==> config.mk <==
export PLATFORM = sky130hd
export DESIGN_NAME = exc_entry_seq
export DESIGN_NICKNAME = d
export VERILOG_FILES = /design/src/rtl/exc_seq_pkg.sv /design/src/rtl/exc_seq_fsm.sv /design/src/rtl/exc_vec_capture.sv /design/src/rtl/exc_frame_regs.sv /design/src/rtl/exc_entry_seq.sv
export SDC_FILE = /design/constraint.sdc
export NUM_CORES = 1
export LEC_CHECK = 0
export BUFFER_PORTS_ARGS = -buffer_cell sky130_fd_sc_hd__buf_2
export CORE_UTILIZATION = 40
export DETAILED_ROUTE_END_ITERATION = 16
export PLACE_DENSITY = 0.67
export SLEW_MARGIN = 25
export SYNTH_ARGS = -nofsm -noshare
export SYNTH_HDL_FRONTEND = slang
export SYNTH_HIERARCHICAL = 1
export SYNTH_SLANG_ARGS = --single-unit
==> constraint.sdc <==
create_clock -name clk -period 12 [get_ports clk]
set_input_delay 1.8 -clock clk [delete_from_list [all_inputs] [get_ports clk]]
set_output_delay 1.8 -clock clk [all_outputs]
set_load 0.03 [all_outputs]
==> src/rtl/exc_seq_pkg.sv <==
// Shared types for the exception entry sequencer.
// Assumes a single clock domain; encodings here are visible at the top ports.
package exc_seq_pkg;

    typedef enum logic [3:0] {
        ST_IDLE,
        ST_PREF,
        ST_GAP1,
        ST_PUSHL,
        ST_PUSHH,
        ST_VEC0,
        ST_VEC1,
        ST_GAP2,
        ST_FETCH
    } step_e;

    typedef enum logic [1:0] {
        CYC_NONE = 2'b00,
        CYC_RD   = 2'b01,
        CYC_WR   = 2'b10,
        CYC_INT  = 2'b11
    } cyc_e;

    // Maps a sequence step to the cycle type it presents on the bus.
    function automatic cyc_e cyc_of(step_e s);
        case (s)
            ST_PREF, ST_VEC0, ST_VEC1, ST_FETCH: return CYC_RD;
            ST_PUSHL, ST_PUSHH:                  return CYC_WR;
            ST_GAP1, ST_GAP2:                    return CYC_INT;
            default:                             return CYC_NONE;
        endcase
    endfunction

    // True for steps that wait on bus-ready.
    function automatic logic is_bus_step(step_e s);
        return (cyc_of(s) == CYC_RD) || (cyc_of(s) == CYC_WR);
    endfunction

endpackage

==> src/rtl/exc_seq_fsm.sv <==
// Step controller: walks the ordered exception entry steps.
// Assumes start is sampled only in idle; kind and mode are latched at accept
// and held until the sequence returns to idle.
module exc_seq_fsm
    import exc_seq_pkg::*;
#(
    parameter int GAP_CYCLES = 2
) (
    input  logic       clk,
    input  logic       rst_n,
    input  logic       start,
    input  logic [1:0] kind,
    input  logic       ext_mode,
    input  logic       bus_rdy,
    output step_e      step_o,
    output logic       accept_o,
    output logic       ext_o
);

    localparam int CNT_W = $clog2(GAP_CYCLES + 1);
    localparam logic [CNT_W-1:0] GAP_LAST = CNT_W'(GAP_CYCLES - 1);

    step_e            step_q, step_nxt;
    logic             is_reset_q;
    logic             ext_q;
    logic [CNT_W-1:0] gap_cnt_q;
    logic             gap_end;

    assign accept_o = (step_q == ST_IDLE) && start;
    assign gap_end  = (gap_cnt_q == GAP_LAST);
    assign step_o   = step_q;
    assign ext_o    = ext_q;

    // Next-step selection from the current step, bus-ready and gap count.
    always_comb begin
        step_nxt = step_q;
        case (step_q)
            ST_IDLE:  if (start)   step_nxt = kind[1] ? ST_VEC0 : ST_PREF;
            ST_PREF:  if (bus_rdy) step_nxt = ST_GAP1;
            ST_GAP1:  if (gap_end) step_nxt = ST_PUSHL;
            ST_PUSHL: if (bus_rdy) step_nxt = ST_PUSHH;
            ST_PUSHH: if (bus_rdy) step_nxt = ST_VEC0;
            ST_VEC0:  if (bus_rdy) step_nxt = ext_q ? ST_VEC1 : ST_GAP2;
            ST_VEC1:  if (bus_rdy) step_nxt = ST_GAP2;
            ST_GAP2:  if (gap_end) step_nxt = ST_FETCH;
            ST_FETCH: if (bus_rdy) step_nxt = ST_IDLE;
            default:               step_nxt = ST_IDLE;
        endcase
    end

    // Step register and the exception context latched at accept.
    always_ff @(posedge clk) begin
        if (!rst_n) begin
            step_q     <= ST_IDLE;
            is_reset_q <= 1'b0;
            ext_q      <= 1'b0;
        end else begin
            step_q <= step_nxt;
            if (accept_o) begin
                is_reset_q <= kind[1];
                ext_q      <= ext_mode;
            end
        end
    end

    // Counts internal idle states inside either gap.
    always_ff @(posedge clk) begin
        if (!rst_n) begin
            gap_cnt_q <= '0;
        end else if ((step_q == ST_GAP1) || (step_q == ST_GAP2)) begin
            gap_cnt_q <= gap_end ? '0 : gap_cnt_q + 1'b1;
        end else begin
            gap_cnt_q <= '0;
        end
    end


    bus_stall_hold_chk: assert property (@(posedge clk) disable iff (!rst_n)
        (is_bus_step(step_q) && !bus_rdy) |=> $stable(step_q));


    gap_advance_chk: assert property (@(posedge clk) disable iff (!rst_n)
        (step_q == ST_GAP1 && gap_end) |=> (step_q == ST_PUSHL));


    ctx_stable_chk: assert property (@(posedge clk) disable iff (!rst_n)
        (step_q != ST_IDLE) |=> ($stable(is_reset_q) && $stable(ext_q)));


    reset_no_stack_chk: assert property (@(posedge clk) disable iff (!rst_n)
        (is_reset_q && step_q != ST_IDLE) |->
            !(step_q inside {ST_PREF, ST_GAP1, ST_PUSHL, ST_PUSHH}));

endmodule

==> src/rtl/exc_vec_capture.sv <==
// Vector capture: stores the vector word(s) as their reads complete and
// forms the handler start address. Assumes ADDR_W lies between WORD_W+1
// and 2*WORD_W; the upper address bits come from the first word's low bits.
module exc_vec_capture
    import exc_seq_pkg::*;
#(
    parameter int ADDR_W = 24,
    parameter int WORD_W = 16
) (
    input  logic              clk,
    input  logic              rst_n,
    input  step_e             step,
    input  logic              bus_rdy,
    input  logic              ext,
    input  logic [WORD_W-1:0] rdata,
    output logic [ADDR_W-1:0] handler_o
);

    localparam int HI_W = ADDR_W - WORD_W;

    logic [WORD_W-1:0] vec_w0_q;
    logic [WORD_W-1:0] vec_w1_q;

    // Latches each vector word on the edge its read completes.
    always_ff @(posedge clk) begin
        if (!rst_n) begin
            vec_w0_q <= '0;
            vec_w1_q <= '0;
        end else if (bus_rdy) begin
            if (step == ST_VEC0) vec_w0_q <= rdata;
            if (step == ST_VEC1) vec_w1_q <= rdata;
        end
    end

    // Joins the captured words according to the latched address mode.
    always_comb begin
        if (ext) handler_o = {vec_w0_q[HI_W-1:0], vec_w1_q};
        else     handler_o = {{HI_W{1'b0}}, vec_w0_q};
    end


    vec_order_chk: assert property (@(posedge clk) disable iff (!rst_n)
        (step == ST_VEC1) |-> ext);


    fetch_after_gap_chk: assert property (@(posedge clk) disable iff (!rst_n)
        (step == ST_FETCH) |-> ($past(step) inside {ST_GAP2, ST_FETCH}));

endmodule

==> src/rtl/exc_frame_regs.sv <==
// Frame and address unit: holds the saved PC, flags, stack pointer and vector
// address from accept, and drives the bus address and write data per step.
// Assumes FLAG_W + (ADDR_W - WORD_W) equals WORD_W for the upper stacked word.
module exc_frame_regs
    import exc_seq_pkg::*;
#(
    parameter int ADDR_W = 24,
    parameter int WORD_W = 16,
    parameter int FLAG_W = 8
) (
    input  logic              clk,
    input  logic              rst_n,
    input  logic              accept,
    input  step_e             step,
    input  logic [ADDR_W-1:0] pc,
    input  logic [FLAG_W-1:0] flags,
    input  logic [ADDR_W-1:0] sp,
    input  logic [ADDR_W-1:0] vec_addr,
    input  logic [ADDR_W-1:0] handler,
    output logic [ADDR_W-1:0] addr_o,
    output logic [WORD_W-1:0] wdata_o
);

    localparam logic [ADDR_W-1:0] WORD_BYTES  = ADDR_W'(WORD_W / 8);
    localparam logic [ADDR_W-1:0] FRAME_BYTES = ADDR_W'(2 * (WORD_W / 8));

    logic [ADDR_W-1:0] pc_q;
    logic [FLAG_W-1:0] flags_q;
    logic [ADDR_W-1:0] sp_q;
    logic [ADDR_W-1:0] vec_q;
    logic [ADDR_W-1:0] frame_base;

    // Latches the exception context when a start is accepted.
    always_ff @(posedge clk) begin
        if (!rst_n) begin
            pc_q    <= '0;
            flags_q <= '0;
            sp_q    <= '0;
            vec_q   <= '0;
        end else if (accept) begin
            pc_q    <= pc;
            flags_q <= flags;
            sp_q    <= sp;
            vec_q   <= vec_addr;
        end
    end

    assign frame_base = sp_q - FRAME_BYTES;

    // Selects the bus address and write data for the current step.
    always_comb begin
        addr_o  = '0;
        wdata_o = '0;
        case (step)
            ST_PREF:  addr_o = pc_q;
            ST_PUSHL: begin
                addr_o  = frame_base + WORD_BYTES;
                wdata_o = pc_q[WORD_W-1:0];
            end
            ST_PUSHH: begin
                addr_o  = frame_base;
                wdata_o = {flags_q, pc_q[ADDR_W-1:WORD_W]};
            end
            ST_VEC0:  addr_o = vec_q;
            ST_VEC1:  addr_o = vec_q + WORD_BYTES;
            ST_FETCH: addr_o = handler;
            default:  addr_o = '0;
        endcase
    end


    push_descend_chk: assert property (@(posedge clk) disable iff (!rst_n)
        (step == ST_PUSHH && $past(step) == ST_PUSHL) |->
            (addr_o + WORD_BYTES == $past(addr_o)));


    vec_second_chk: assert property (@(posedge clk) disable iff (!rst_n)
        (step == ST_VEC1 && $past(step) == ST_VEC0) |->
            (addr_o == $past(addr_o) + WORD_BYTES));

endmodule

==> src/rtl/exc_entry_seq.sv <==
// Top of the exception entry bus sequencer. Ties the step controller, the
// frame/address unit and the vector capture together and drives the bus
// outputs. Assumes the bus completes a read or write on an edge with bus_rdy.
module exc_entry_seq
    import exc_seq_pkg::*;
#(
    parameter int ADDR_W     = 24,
    parameter int WORD_W     = 16,
    parameter int FLAG_W     = 8,
    parameter int GAP_CYCLES = 2
) (
    input  logic              clk,
    input  logic              rst_n,
    input  logic              start,
    input  logic [1:0]        kind,
    input  logic              ext_mode,
    input  logic [ADDR_W-1:0] vec_addr,
    input  logic [ADDR_W-1:0] pc,
    input  logic [FLAG_W-1:0] flags,
    input  logic [ADDR_W-1:0] sp,
    input  logic              bus_rdy,
    input  logic [WORD_W-1:0] rdata,
    output logic [1:0]        cyc,
    output logic [ADDR_W-1:0] addr,
    output logic [WORD_W-1:0] wdata,
    output logic              busy,
    output logic              done,
    output logic [ADDR_W-1:0] handler
);

    step_e step;
    logic  accept;
    logic  ext;

    exc_seq_fsm #(
        .GAP_CYCLES (GAP_CYCLES)
    ) u_fsm (
        .clk      (clk),
        .rst_n    (rst_n),
        .start    (start),
        .kind     (kind),
        .ext_mode (ext_mode),
        .bus_rdy  (bus_rdy),
        .step_o   (step),
        .accept_o (accept),
        .ext_o    (ext)
    );

    exc_vec_capture #(
        .ADDR_W (ADDR_W),
        .WORD_W (WORD_W)
    ) u_vec (
        .clk       (clk),
        .rst_n     (rst_n),
        .step      (step),
        .bus_rdy   (bus_rdy),
        .ext       (ext),
        .rdata     (rdata),
        .handler_o (handler)
    );

    exc_frame_regs #(
        .ADDR_W (ADDR_W),
        .WORD_W (WORD_W),
        .FLAG_W (FLAG_W)
    ) u_frame (
        .clk      (clk),
        .rst_n    (rst_n),
        .accept   (accept),
        .step     (step),
        .pc       (pc),
        .flags    (flags),
        .sp       (sp),
        .vec_addr (vec_addr),
        .handler  (handler),
        .addr_o   (addr),
        .wdata_o  (wdata)
    );

    // Bus-facing status derived from the current step.
    always_comb begin
        cyc  = cyc_of(step);
        busy = (step != ST_IDLE);
        done = (step == ST_FETCH) && bus_rdy;
    end


    done_on_fetch_chk: assert property (@(posedge clk) disable iff (!rst_n)
        done |-> (cyc == CYC_RD && addr == handler));


    done_then_idle_chk: assert property (@(posedge clk) disable iff (!rst_n)
        done |=> (!busy && cyc == CYC_NONE));


    idle_quiet_chk: assert property (@(posedge clk) disable iff (!rst_n)
        !busy |-> (cyc == CYC_NONE && !done));

endmodule

==> results.json, run 1 <==
{
  "status": "finished clean",
  "place_ws_ns": 6.25,
  "holdWs_ns": 0.422,
  "vias_per_cell": 5.57,
  "critPathSlowestCell": "dfxtp_1",
  "crit_cells": 13,
  "drv_slew": 0,
  "post_cts_resized": 0,
  "seq_area_frac_synth_pct": 32.4,
  "grt_pass1_vias": 6180,
  "initial_core_util_pct": 40.9,
  "drt_pass1_iterations": 6,
  "drive_gt1_share_pct": 26.9,
  "ant_nets": 0,
  "die_area_um2": 18900,
  "stdcell_count": 1197,
  "rsz0062_at_grt": "no",
  "dpl.hpwl_um": 16500,
  "drc": 0,
  "dp_cells": 1164,
  "max_cap_viol_count": 0,
  "die_h_um": 138,
  "antenna_found_initial": 1,
  "io_pins": 171,
  "hold_viol": 0,
  "timing.slew.headroom_pct": 34.9,
  "crit_type": "register to primary output",
  "syn_to_final_growth_pct": 20.4,
  "synth.distinct_cells": 75,
  "place_congestion": 0.913,
  "async_reset_ff_share_pct": 0,
  "required_ns": 10.20,
  "cts_sinks": 119,
  "path_cells": "nor4bb_4 > buf_4 > nand2_1 > nand2_1 > ha_1 > nor3b_1 > o21ai_0 > a21oi_1 > nand4b_1 > nor4_1 > xnor2_1 > o221ai_1 > buf_2",
  "wl_um": 22600,
  "reg2reg_depth": 5,
  "min_path_type": "register to register",
  "via_count": 6663,
  "hold_depth": 1,
  "layout_commonest_cell": "buf_2",
  "drtIter0Drc": 572,
  "setup_slack_ns": 5.75,
  "grt_max_degree": 71,
  "postCtsHoldBufs": 0,
  "power_density_nw_per_um2": 234,
  "syn_area_um2": 7350,
  "fmax_mhz": 160,
  "post_drt_wl_per_cell_um": 18.9,
  "leakagePower_nw": 3.57,
  "fin_tns_setup_ns": 0,
  "period_share_pct": 52.1,
  "finalSetupViolCount": 0,
  "fin_skew_ns": 0.0100,
  "vdd_drop_max_mv": 0.208,
  "cp_top_family": "simple AND/OR/NAND/NOR gates",
  "endpoint_kind": "primary output",
  "period_minus_slack_ns": 6.25,
  "seq_area_um2": 2380,
  "fillCellCount": 1746,
  "cts-root-buf": "clkbuf_16",
  "cts_tree": "done",
  "htreeDepth": 4,
  "grt_pass1_wl_um": 34400,
  "clk_pin_slew_worst_paths_ns": 0.05,
  "synth-edff-count": 0,
  "multi_input_area_um2": 4630,
  "track_usage_pct": 24.4,
  "critical_path.most_common_cell": "nand2_1",
  "ys.flop_type": "dfxtp_1",
  "clock_latency_ns": 0.43,
  "die_w_um": 138,
  "yosys_warnings": 6,
  "critPathMaxFanout": 25,
  "cp-start-kind": "register",
  "numPortBuffers": 169,
  "layout_common_cells": "buf_2, mux2i_1, dfxtp_1",
  "finalNetCount": 1061,
  "critical_path_buf_inv_count": 2,
  "worst_pin_slew_ns": 0.976,
  "core-area_um2": 18000,
  "worst_path_largest_cell_delay_ns": 0.85,
  "syn_nets": 925,
  "syn_inst": 818,
  "ys_ff_latch": 119,
  "cp.arrival_ns": 4.45,
  "clk_path_buf_depth": 2,
  "cts_buffers": 17,
  "cts_setup_buffers": 0,
  "row_count": 49,
  "synth.avg_cell_area_um2": 8.98,
  "grt_overflow_total": 0
}
-- power by group --
| group | switching, mW | internal, mW | leakage [nW] |
|---|---|---|---|
| clock network | 0.202 | 0.310 | 0.287 |
| logic | 0.567 | 0.406 | 2.31 |
| registers | 0.118 | 0.464 | 0.971 |
| total | 0.887 | 1.18 | 3.57 |
-- sequential cells by signal, summed over array words and instances (netlist names) --
signal and count:
u_frame/pc_q 24, u_frame/sp_q 24, u_frame/vec_q 24, u_vec/vec_w0_q 16, u_vec/vec_w1_q 16, u_frame/flags_q 8
u_fsm/step_o 4, u_fsm/gap_cnt_q 2, u_fsm/ext_o 1
-- worst register-to-register path: stages (launching register included) --
cell	delay [ns]
dfxtp_1	0.56
nor3_1	0.36
and3b_4	0.70
buf_4	0.79
mux2i_1	0.34
nor2b_1	0.07
-- kinds of logic after synthesis --
| family | after synthesis | share of synthesized area [%] |
|---|---|---|
| AO/OA/AOI/OAI | 138 | 14.7 |
| XOR/XNOR | 35 | 4.17 |
| AND/OR/NAND/NOR | 315 | 23.9 |
| adder cells (fa/ha/maj) | 4 | 0.681 |
| flip-flops | 119 | 32.4 |
| multiplexers | 137 | 19.0 |
| buffers and inverters | 70 | 5.13 |
-- Yosys cell counts (5+ instances only) --
| master | number | area, µm² |
|---|---|---|
| and2_1 | 16 | 100 |
| o211ai_1 | 12 | 90.1 |
| or3_1 | 12 | 75.1 |
| buf_4 | 7 | 52.6 |
| mux2i_1 | 119 | 1190 |
| buf_1 | 9 | 33.8 |
| a22o_1 | 16 | 140 |
| nand2_1 | 87 | 327 |
| a22oi_1 | 5 | 37.5 |
| a222oi_1 | 18 | 180 |
| nor3_1 | 7 | 35.0 |
| nand4_1 | 7 | 43.8 |
| nor4_1 | 6 | 37.5 |
| nand3_1 | 14 | 70.1 |
| nor3b_1 | 6 | 45.0 |
| nor2_1 | 38 | 143 |
| dfxtp_1 | 119 | 2380 |
| mux2_2 | 17 | 191 |
| clkbuf_1 | 31 | 116 |
| xnor2_1 | 29 | 254 |
| buf_6 | 7 | 78.8 |
| o221ai_1 | 11 | 96.3 |
| nor2b_1 | 82 | 513 |
| buf_2 | 6 | 30.0 |
| xor2_1 | 6 | 52.6 |
| or4_1 | 6 | 45.0 |
| o21ai_0 | 27 | 135 |
| a21oi_1 | 15 | 75.1 |
| inv_1 | 8 | 30.0 |
| o31ai_1 | 5 | 37.5 |
-- layer usage --
metal | routed length (µm) | GRT usage (%) | up-vias
met4 | 522 | 9.10 | 0
met3 | 1520 | 5.37 | 36
met1 | 10200 | 32.6 | 3163
met2 | 10300 | 38.3 | 231
met5 | 0 | 0 | -
li1 | - | - | 3233
-- per-stage QoR --
stage	util [%]	power (mW)	area, µm²
2_1_floorplan	-	1.32	7350
3_3_place_gp	45.9	1.54	8250
3_5_place_dp	45.9	1.55	8250
4_1_cts	49.2	2.07	8840
5_1_grt	49.3	2.19	8850
6_report	49.3	2.07	8850
-- final timing paths --
kind | startpoint | to | slack, ns
max | u_fsm/step_o[1] | addr[21] | 5.75
min | u_fsm/gap_cnt_q[0] | u_fsm/gap_cnt_q[0] | 0.42
max reg2reg | u_fsm/step_o[0] | u_frame/pc_q[18] | 9.07
min reg2reg | u_fsm/gap_cnt_q[0] | u_fsm/gap_cnt_q[0] | 0.42
-- cell type report --
cell class              count  area share [%]
diodes                      1          0.0283
clock buffers              17            4.81
clock inverters            15            1.88
inverters                   8           0.339
multi-input cells         629            52.3
flip-flops and latches    119            26.9
well taps                 229            3.24
repair buffers            179            10.4
No activity file was read; power rests on OpenSTA's default activity.
==> run 2, diff against run 1 <==
--- a/config.mk
+++ b/config.mk
@@ -8,7 +8,7 @@
 export BUFFER_PORTS_ARGS = -buffer_cell sky130_fd_sc_hd__buf_2
 export CORE_UTILIZATION = 40
 export DETAILED_ROUTE_END_ITERATION = 16
-export PLACE_DENSITY = 0.67
+export PLACE_DENSITY = 0.7
 export SLEW_MARGIN = 25
 export SYNTH_ARGS = -nofsm -noshare
 export SYNTH_HDL_FRONTEND = slang
==> constraint.sdc (replaced) <==
create_clock -name clk -period 5.4 [get_ports clk]
set_input_delay 0.81 -clock clk [delete_from_list [all_inputs] [get_ports clk]]
set_output_delay 0.81 -clock clk [all_outputs]
set_load 0.03 [all_outputs]
==> results.json, run 2 (synthesis gave the netlist of run 1 again) <==
{
  "status": "finished clean",
  "postCtsHoldBufs": 0,
  "place_ws_ns": 0.850,
  "layout_common_cells": "buf_2, mux2i_1, dfxtp_1",
  "die_area_um2": 18900,
  "die_h_um": 138,
  "fillCellCount": 1758,
  "required_ns": 4.59,
  "critPathSlowestCell": "or4b_4",
  "cts_sinks": 119,
  "fin_tns_setup_ns": 0,
  "fin_skew_ns": 0.00524,
  "cts_setup_buffers": 0,
  "period_minus_slack_ns": 5.05,
  "grt_max_degree": 69,
  "cts-root-buf": "clkbuf_16",
  "finalNetCount": 1068,
  "cts_buffers": 17,
  "grt_pass1_wl_um": 34300,
  "post_drt_wl_per_cell_um": 18.9,
  "fmax_mhz": 198,
  "max_cap_viol_count": 0,
  "vias_per_cell": 5.65,
  "rrSetupSlack_ns": 2.83,
  "wl_um": 22700,
  "crit_type": "register to primary output",
  "drive_gt1_share_pct": 26.8,
  "finalSetupViolCount": 0,
  "min_path_type": "register to register",
  "endpoint_kind": "primary output",
  "seq_area_um2": 2380,
  "diodes": 0,
  "leakagePower_nw": 3.59,
  "drc": 0,
  "syn_to_final_growth_pct": 20.6,
  "hold_viol": 0,
  "hold_end": "u_fsm/gap_cnt_q[0]",
  "grt_pass1_vias": 6294,
  "numPortBuffers": 169,
  "stdcell_count": 1202,
  "power_density_nw_per_um2": 516,
  "die_w_um": 138,
  "drv_slew": 0,
  "cp-start-kind": "register",
  "htreeDepth": 4,
  "core-area_um2": 18000,
  "rsz0062_at_grt": "no",
  "reg2reg_depth": 5,
  "multi_input_area_um2": 4630,
  "clk_pin_slew_worst_paths_ns": 0.05,
  "via_count": 6793,
  "clk_path_buf_depth": 2,
  "reg2reg_to": "u_frame/pc_q[23]",
  "clock_latency_ns": 0.42,
  "antenna_found_initial": 0,
  "worst_pin_slew_ns": 0.946,
  "path_cells": "inv_1 > ha_1 > or4b_4 > or4_4 > a31oi_2 > o2111ai_1 > or3_1 > nor4_1 > mux2i_1 > o211ai_1 > buf_2",
  "p_total_mw": 4.57,
  "hold_depth": 1,
  "dpl.hpwl_um": 16700,
  "place_congestion": 0.923,
  "critPathMaxFanout": 9,
  "track_usage_pct": 24.4,
  "initial_core_util_pct": 40.9,
  "cp.arrival_ns": 4.24,
  "hp-start": "u_fsm/gap_cnt_q[0]",
  "vdd_drop_max_mv": 0.404,
  "io_pins": 171,
  "cts_tree": "done",
  "period_share_pct": 93.5,
  "drt_pass1_iterations": 6,
  "timing.slew.headroom_pct": 36.7,
  "layout_commonest_cell": "buf_2",
  "grt_overflow_total": 0,
  "dp_cells": 1171,
  "final_area_um2": 8860,
  "post_cts_resized": 0,
  "setup_slack_ns": 0.352,
  "worst_path_largest_cell_delay_ns": 0.55,
  "regToRegStartpoint": "u_fsm/step_o[2]",
  "placed_area_um2": 8300,
  "ant_nets": 0,
  "row_count": 49,
  "drtIter0Drc": 649,
  "reg.largest.list": "u_frame/pc_q (24), u_frame/sp_q (24), u_frame/vec_q (24)"
}
[run 2: changes by cell type in the layout (fill, tap and decap cells not counted), moves of 2 or more]
cell	previous run	this run
clkinv_2	2	4
buf_4	11	18
inv_6	6	0
clkinv_4	2	0
clkbuf_1	0	4
[run 2: how the worst max path moves through the flow]
stage / start / to
after floorplan: u_fsm/step_o[1] / addr[21]
after global placement: u_frame/sp_q[3] / addr[23]
after detailed placement: u_frame/sp_q[3] / addr[23]
after CTS: u_frame/sp_q[3] / addr[23]
after global routing: u_frame/sp_q[3] / addr[23]
final: u_frame/sp_q[3] / addr[23]
[run 2: cell type report]
class                      count  area share, %
clock buffer                  22           5.13
clock inverter                 9           1.16
inverter                       8          0.339
multi-input combinational    629           52.2
sequential                   119           26.9
tap                          229           3.23
timing repair buffer         186           11.0
[run 2: stage by stage]
step / hold slack, ns / utilization, %
6_report: 0.423 / 49.3
4_1_cts: 0.432 / 49.3
3_3_place_gp: 0.410 / 46.2
3_5_place_dp: 0.424 / 46.2
2_1_floorplan: 0.399 / -
5_1_grt: 0.448 / 49.3
[run 2: metal layers]
layer | global-route usage (%) | wire length (µm)
met4 | 9.22 | 569
met2 | 38.0 | 10200
met5 | 0 | 0
met1 | 32.3 | 10100
met3 | 5.89 | 1870
[run 2: critical path: cells and delay by family (launching register included)]
family,cells,cell delay [ns]
compound gates,3,0.63
fa+ha+maj,1,0.34
buf+inv,2,0.33
flops,1,0.40
mux,1,0.23
simple gates,4,1.90
[run 2: where the power goes]
part / internal, mW / leakage (nW) / switching [mW]
Sequential: 1.03 / 0.971 / 0.217
Clock: 0.684 / 0.266 / 0.401
Combinational: 0.915 / 2.35 / 1.32
==> run 3, diff against run 2 <==
--- a/config.mk
+++ b/config.mk
@@ -6,9 +6,12 @@
 export NUM_CORES = 1
 export LEC_CHECK = 0
 export BUFFER_PORTS_ARGS = -buffer_cell sky130_fd_sc_hd__buf_2
-export CORE_UTILIZATION = 40
+export CELL_PAD_IN_SITES_DETAIL_PLACEMENT = 0
+export CELL_PAD_IN_SITES_GLOBAL_PLACEMENT = 2
+export CORE_MARGIN = 2
+export CORE_UTILIZATION = 29
 export DETAILED_ROUTE_END_ITERATION = 16
-export PLACE_DENSITY = 0.7
+export PLACE_DENSITY = 0.81
 export SLEW_MARGIN = 25
 export SYNTH_ARGS = -nofsm -noshare
 export SYNTH_HDL_FRONTEND = slang
==> results.json, run 3 (synthesis gave the netlist of run 1 again) <==
{
  "core-area_um2": 25000,
  "power_frac_comb_pct": 48.3,
  "antenna_found_initial": 2,
  "timing.slew.headroom_pct": 35.4,
  "dp_cells": 1271,
  "cp-start-kind": "register",
  "endpoint_kind": "primary output",
  "critPathSlowestCell": "or4b_4",
  "finalNetCount": 1067,
  "drtIter0Drc": 628,
  "grt_max_degree": 96,
  "clock_latency_ns": 0.43,
  "fin_tns_setup_ns": 0,
  "cp_top_family": "simple AND/OR/NAND/NOR gates",
  "status": "finished clean",
  "clk_pin_slew_worst_paths_ns": 0.06,
  "p_seq_share_pct": 26.1,
  "place_ws_ns": 0.738,
  "hp-start": "u_fsm/gap_cnt_q[0]",
  "vdd_drop_max_mv": 0.364,
  "fmax_mhz": 195,
  "post_cts_resized": 0,
  "io_pins": 171,
  "worst_path_largest_cell_delay_ns": 0.55,
  "reg2reg_to": "u_frame/vec_q[17]",
  "p_sw_mw": 2.01,
  "hold_viol": 0,
  "drv_slew": 0,
  "cts_tree": "done",
  "layout_commonest_cell": "buf_2",
  "initial_core_util_pct": 29.3,
  "min_path_type": "register to register",
  "via_count": 6649,
  "fillCellCount": 2628,
  "hold_end": "u_fsm/gap_cnt_q[0]",
  "reg2reg_depth": 6,
  "critPathMaxFanout": 11,
  "die_w_um": 163,
  "critical_path_buf_inv_count": 2,
  "reg.largest.list": "u_frame/pc_q (24), u_frame/sp_q (24), u_frame/vec_q (24)",
  "numPortBuffers": 169,
  "die_area_um2": 26600,
  "finalSetupViolCount": 0,
  "period_share_pct": 95.1,
  "placed_area_um2": 8420,
  "die_h_um": 163,
  "clk_path_buf_depth": 2,
  "leakagePower_nw": 3.62,
  "crit_type": "register to primary output",
  "path_cells": "inv_1 > ha_1 > or4b_4 > or4_4 > a31oi_2 > o2111ai_1 > or3_1 > or4_1 > a21oi_1 > a211o_1 > buf_2",
  "drive_gt1_share_pct": 27.2,
  "period_minus_slack_ns": 5.14,
  "max_cap_viol_count": 0,
  "pwr-share-clk_pct": 25.6,
  "cp.arrival_ns": 4.33,
  "power_density_nw_per_um2": 520,
  "wl_um": 25400,
  "ant_nets": 0,
  "grt_pass1_wl_um": 38200,
  "worst_pin_slew_ns": 0.969,
  "htreeDepth": 4,
  "rrSetupSlack_ns": 2.97,
  "track_usage_pct": 19.1,
  "postCtsHoldBufs": 0,
  "post_drt_wl_per_cell_um": 19.5,
  "rsz0062_at_grt": "no",
  "regToRegStartpoint": "u_fsm/step_o[2]",
  "place_congestion": 0.850,
  "cts-root-buf": "clkbuf_16",
  "drc": 0,
  "syn_to_final_growth_pct": 23.3,
  "row_count": 58,
  "final_area_um2": 9060,
  "required_ns": 4.59,
  "intPower_mw": 2.70,
  "dpl.hpwl_um": 18900,
  "hold_depth": 1,
  "vias_per_cell": 5.10,
  "setup_slack_ns": 0.264,
  "fin_skew_ns": 0.0110,
  "cts_sinks": 119,
  "grt_overflow_total": 0,
  "layout_common_cells": "buf_2, mux2i_1, dfxtp_1",
  "grt_pass1_vias": 6404,
  "cts_setup_buffers": 0,
  "stdcell_count": 1304,
  "drt_pass1_iterations": 5,
  "cts_buffers": 17,
  "swShare_pct": 42.6
}
## run 3: worst reg2reg max path, delay by kind of cell (launching register included)
kind                   cells  cell delay (ns)
and+or+nand+nor            3             0.91
buffers and inverters      2             0.83
DFF                        1             0.31
muxes                      1             0.29
## run 3: power groups by stage
stage | registers (mW) | logic, mW | clock network [mW]
2_1_floorplan | 1.15 | 1.77 | 0
3_3_place_gp | 1.24 | 2.27 | 0
3_5_place_dp | 1.24 | 2.28 | 0
4_1_cts | 1.22 | 2.29 | 1.24
5_1_grt | 1.25 | 2.48 | 1.28
6_report | 1.23 | 2.28 | 1.21
## run 3: worst max path at each step
stage / from / end / slack, ns / cells past startpoint
final: u_frame/sp_q[2] / addr[18] / 0.26 / 11
after global routing: u_frame/sp_q[2] / addr[18] / 0.05 / 11
after CTS: u_frame/sp_q[2] / addr[23] / 0.24 / 11
after detailed placement: u_frame/sp_q[2] / addr[23] / 0.74 / 11
after global placement: u_frame/sp_q[2] / addr[23] / 0.75 / 11
after floorplan: u_fsm/step_o[1] / addr[21] / 0.87 / 15
## run 3: metrics by stage
step	util [%]	hold WS [ns]	power, mW
CTS	36.1	0.424	4.75
finish	36.2	0.418	4.71
floorplan	-	0.399	2.93
global placement	33.6	0.409	3.51
global route	36.2	0.436	5.01
detailed placement	33.6	0.415	3.52
## run 3: final cells by class
cell class / count / area (µm²) / share of cell area (%)
diodes: 1 / 2.50 / 0.0276
inverters: 8 / 30.0 / 0.332
multi-input cells: 629 / 4640 / 51.2
clock buffers: 20 / 457 / 5.04
clock inverters: 12 / 168 / 1.85
well taps: 330 / 413 / 4.56
repair buffers: 185 / 968 / 10.7
flip-flops and latches: 119 / 2380 / 26.3
## run 3: routing by layer
metal | up-vias | global-route usage, % | wire (µm) | share of wire, %
met5 | - | 0 | 13 | 0.051
met4 | 2 | 6.88 | 617 | 2.4
met3 | 32 | 4.95 | 1640 | 6.5
met2 | 213 | 29.0 | 11300 | 45
met1 | 3143 | 25.9 | 11800 | 46
li1 | 3259 | - | - | -
